### config.mk
export PLATFORM = sky130hd
export DESIGN_NAME = pw_frame_rx
export DESIGN_NICKNAME = d
export VERILOG_FILES = /design/src/rtl/pw_frame_rx.sv
export SDC_FILE = /design/constraint.sdc
export NUM_CORES = 1
export LEC_CHECK = 0
export BUFFER_PORTS_ARGS = -buffer_cell sky130_fd_sc_hd__buf_2
export CORE_UTILIZATION = 35
export CTS_BUF_LIST = sky130_fd_sc_hd__clkbuf_4 sky130_fd_sc_hd__clkbuf_8 sky130_fd_sc_hd__clkbuf_16
export CTS_CLUSTER_DIAMETER = 150
export DETAILED_ROUTE_END_ITERATION = 8
export PLACE_DENSITY = 0.57
export SLEW_MARGIN = 25
export SYNTH_ARGS = -nofsm -noshare
export SYNTH_HDL_FRONTEND = slang
export SYNTH_SLANG_ARGS = --single-unit
### constraint.sdc
create_clock -name clk -period 2.5 [get_ports clk]
set_clock_uncertainty 0.2 [all_clocks]
set_input_delay 0.5 -clock clk [delete_from_list [all_inputs] [get_ports clk]]
set_output_delay 0.5 -clock clk [all_outputs]
set_load 0.03 [all_outputs]
### src/rtl/pw_frame_rx.sv
module pw_frame_rx #(
  parameter int CYC_PER_US   = 16,
  parameter int PHASE_TO_US  = 50,
  parameter int INIT_WAIT_US = 250
) (
  input  logic       clk,
  input  logic       rst_n,
  input  logic       line_i,
  input  logic       arm_i,
  input  logic [7:0] max_bytes_i,
  output logic [7:0] byte_o,
  output logic       byte_valid_o,
  output logic       done_o,
  output logic [7:0] status_o
);
  localparam int PHASE_TO  = CYC_PER_US * PHASE_TO_US;
  localparam int INIT_WAIT = CYC_PER_US * INIT_WAIT_US;
  localparam int TW_RAW    = $clog2(INIT_WAIT + 1);
  localparam int TW        = (TW_RAW < 10) ? 10 : TW_RAW;
  localparam logic [7:0] ST_FRAME_ERR = 8'hFF;
  localparam logic [7:0] ST_OVERFLOW  = 8'hFE;

  typedef enum logic [1:0] {S_IDLE, S_INIT, S_LOW, S_HIGH} state_t;

  state_t        st;
  logic [1:0]    sync;
  logic [TW-1:0] tmr, low_len;
  logic [7:0]    shreg, cnt_q, max_q;
  logic [2:0]    nbit;
  logic          ln, bit_val, active;
  logic [7:0]    nxt_byte;

  assign ln       = sync[1];
  assign bit_val  = low_len < tmr;
  assign nxt_byte = {shreg[6:0], bit_val};
  assign active   = st != S_IDLE;

  always_ff @(posedge clk or negedge rst_n)
    if (!rst_n) sync <= 2'b11;
    else        sync <= {sync[0], line_i};

  always_ff @(posedge clk or negedge rst_n) begin
    if (!rst_n) begin
      st <= S_IDLE;
      tmr <= '0;
      low_len <= '0;
      shreg <= '0;
      nbit <= '0;
      cnt_q <= '0;
      max_q <= '0;
      byte_o <= '0;
      byte_valid_o <= 1'b0;
      done_o <= 1'b0;
      status_o <= '0;
    end else begin
      byte_valid_o <= 1'b0;
      done_o <= 1'b0;
      case (st)
        S_IDLE: if (arm_i) begin
          st <= S_INIT;
          tmr <= '0;
          cnt_q <= '0;
          nbit <= '0;
          max_q <= max_bytes_i;
        end
        S_INIT: begin
          if (!ln) begin
            st <= S_LOW;
            tmr <= TW'(1);
          end else if (tmr == TW'(INIT_WAIT)) begin
            st <= S_IDLE;
            done_o <= 1'b1;
            status_o <= 8'h00;
          end else tmr <= tmr + 1'b1;
        end
        S_LOW: begin
          if (ln) begin
            low_len <= tmr;
            tmr <= TW'(1);
            st <= S_HIGH;
          end else if (tmr == TW'(PHASE_TO)) begin
            st <= S_IDLE;
            done_o <= 1'b1;
            status_o <= ST_FRAME_ERR;
          end else tmr <= tmr + 1'b1;
        end
        S_HIGH: begin
          if (!ln) begin
            shreg <= nxt_byte;
            nbit <= nbit + 1'b1;
            tmr <= TW'(1);
            st <= S_LOW;
            if (nbit == 3'd7) begin
              if (cnt_q == max_q) begin
                st <= S_IDLE;
                done_o <= 1'b1;
                status_o <= ST_OVERFLOW;
              end else begin
                byte_o <= nxt_byte;
                byte_valid_o <= 1'b1;
                cnt_q <= cnt_q + 1'b1;
              end
            end
          end else if (tmr == TW'(PHASE_TO)) begin
            st <= S_IDLE;
            done_o <= 1'b1;
            status_o <= (nbit == 3'd0) ? cnt_q : ST_FRAME_ERR;
          end else tmr <= tmr + 1'b1;
        end
        default: st <= S_IDLE;
      endcase
    end
  end
endmodule

==> impl_metrics.yaml <==
final_layout:
  layoutNonFillerInstCount: 546
  layout_cells_sized_above_1: 0.185
  layout.nets: 434
  synthToLayoutAreaGrowth_pct: 13.5
  diodes: 0
  finalInstanceArea_um2: 4170
  postLayoutCoreUtil: 0.408
setup_path:
  required_ns: 2.55
  critical_path.max_fanout: 13
  critPathKind: "reg2reg"
  worstSetupEndpointType: "register"
  crit_arrival_ns: 2.29
  critical_path.startpoint_type: "register"
die:
  num_rows: 37
  initial_utilization: 0.359
  die_width_um: 104
  die_height_um: 104
  core_um2: 10200
  fp.dieArea_um2: 10900
  io-pin-count: 30
timing:
  timing.max_slew.rel_slack: 0.529
  finalHoldViolCount: 0
  setup_repair_after_global_routing_missed_its_margin: "false"
  post-route-min-period_ns: 2.24
  holdWs_ns: 0.0550
  timing.final.ws_setup_ns: 0.258
  max_slew.worst_pin.slew_ns: 0.702
  finalMaxSlewViolations: 0
  share_of_the_cycle_needed_by_the_critical_path_after_routing: 0.897
  setup_violations: 0
  setup-tns-final_ns: 0
  fmaxAchievable_ghz: 0.446
grt:
  grt_pass1_wl_um: 12800
  vias_in_the_first_global_route: 2620
  use_met3: 0.0338
  antenna_violations_before_repair: 0
  grtUsageTotal: 0.146
  grt_most_used_layer: "met2"
  met2_usage: 0.229
  grt_start_max_net_pins: 73
  grt.overflow.total: 0
  met1_usage: 0.199
detailed_routing:
  routed_wirelength_um: 7380
  route.vias.total: 2782
  drt_iter0_markers: 164
  first_pass_iters: 4
  wl_per_cell_um: 13.5
  via_per_inst: 5.10
  route.antenna.remaining_nets: 0
  route.detailed.drc: 0
yosys:
  yosys.area.top_type_share: 0.477
  synth_top_cell_by_area: "dfrtp_1"
  synth.ff_latch_count: 72
  syn-cell-area_um2: 3670
  postSynthNetCount: 401
  syn-instance-count: 372
  ys_warnings: 0
  cells_taking_the_most_area_after_synthesis: "dfrtp_1 48%, nand2_1 6.3%, ha_1 5.8%, o21ai_0 5.0%, mux2_2 3.1%"
  synth_ff_type: "dfrtp_1"
  ys_seq_area_frac: 0.491
  ys_async_sr_fraction: 1.00
  netlist_top_cells_count: "70 x dfrtp_1, 62 x nand2_1, 37 x o21ai_0"
  count_of_flip_flops_with_a_built_in_enable_after_synthesis: 0
  synthesis.area_per_instance_um2: 9.88
  synthMostInstantiatedCell: "dfrtp_1"
  yosys.cell_types.count: 59
placement:
  post-dp-hpwl_um: 5160
  place_ws_ns: 0.304
  finalWeightedCongestion: 0.769
  detailed_place.area_um2: 3980
  placement.io_buffers: 29
  dp.cells: 529
clock_tree:
  cts.repair_timing.setup_buffer_count: 0
  htree_num_levels: 3
  clock-root-buffer: "clkbuf_8"
  clk_pin_slew_ns: 0.09
  cts-buffers-inserted: 9
  numClockSinks: 72
  clkLatencyLatePin_ns: 0.35
  cts.repair.resized: 0
  cts_tree: "done"
  cts_max_path_buffers: 2
pwr:
  leakage_dissipation_nw: 2.06
  irDropWorstVdd_uv: 397
  power-per-cell-area_nw_per_um2: 763
  design_power_total_mw: 3.18
run:
  drv_cap: 0
hold_path:
  holdCritPathClass: "in2reg"
status:
  status: "complete, no violations"
[routing by layer]
| metal | vias to the layer above | part of all wire | routed length [um] |
|---|---|---|---|
| met1 | 1327 | 0.48 | 3510 |
| met3 | 5 | 0.038 | 283 |
| met4 | 0 | 0.0060 | 44 |
| li1 | 1387 | - | - |
| met5 | - | 0 | 0 |
| met2 | 63 | 0.48 | 3540 |
[where the power goes]
group	internal [mW]	total [mW]	switching, mW
Combinational	0.318	0.757	0.439
Clock	0.370	0.853	0.483
Sequential	1.38	1.57	0.192
[sequential cells by signal, indices dropped and copies added (netlist names)]
name and flops:
low_len 12, byte_o 8, byte_valid_o 1, tmr 12, nbit 3, shreg 7, cnt_q 8, done_o 1
st 2, max_q 8, status_o 8, sync 2
[layout make-up]
cell class	instances	area (um^2)
Inverter	18	67.6
Tap cell	136	170
Multi-Input combinational cell	265	1720
Sequential cell	72	1800
Clock inverter	7	55.1
Clock buffer	9	124
Fill cell	1009	6060
Timing Repair Buffer	39	235
[path summary, 6_finish.rpt]
check	from	to	slack [ns]	depth (start not counted)
setup / recovery	tmr[4]	tmr[11]	0.26	5
hold / removal	line_i	sync[0]	0.06	1
setup reg to reg	tmr[4]	tmr[11]	0.26	5
hold reg to reg	sync[0]	sync[1]	0.15	0
max in group asynchronous	rst_n	status_o[0]	1.24	3
min in group asynchronous	rst_n	low_len[6]	0.50	3
[repair_timing]
| item | 4_1_cts | 5_1_grt |
|---|---|---|
| endpoints found under the hold margin | 59 | 0 |
| hold buffers | 1 | 0 |
| setup endpoints to repair | 0 | 0 |
[cells by family (layout without fill, tap and decap cells)]
kind of cell | Yosys count | after routing | share of synthesized area
buffers and inverters | 35 | 73 | 0.0422
adders and majority gates | 17 | 17 | 0.0579
xor gates and xnor gates | 9 | 9 | 0.0215
AOI/OAI and AO/OA | 95 | 95 | 0.168
and+or+nand+nor | 129 | 129 | 0.175
DFF | 72 | 72 | 0.491
muxes | 15 | 15 | 0.0453
[layout by cell type, fill, tap and decap left out, drive strengths merged, types with 2 or more instances in the layout]
master / count
nor2: 24
nand2: 62
nand3b: 2
dfstp: 2
mux2i: 2
clkbuf: 9
nor2b: 2
nand3: 7
o21a: 2
clkinv: 4
a31oi: 2
and4: 2
o21ai: 39
o41ai: 2
o22ai: 3
a211oi: 6
dfrtp: 70
ha: 17
nand2b: 4
inv: 20
buf: 38
xor2: 8
o31ai: 3
a31o: 4
a211o: 9
nor4: 3
and3: 3
a21oi: 15
nor3: 6
mux2: 13
nand4: 7
[worst max-delay path, stage by stage (launching register included)]
cell and delay, ns:
dfrtp_1 0.47, or4b_4 0.63, nor2_8 0.19, a21o_1 0.39, o21ai_0 0.19, o31ai_1 0.09
Power figures use the tool's default switching activity.
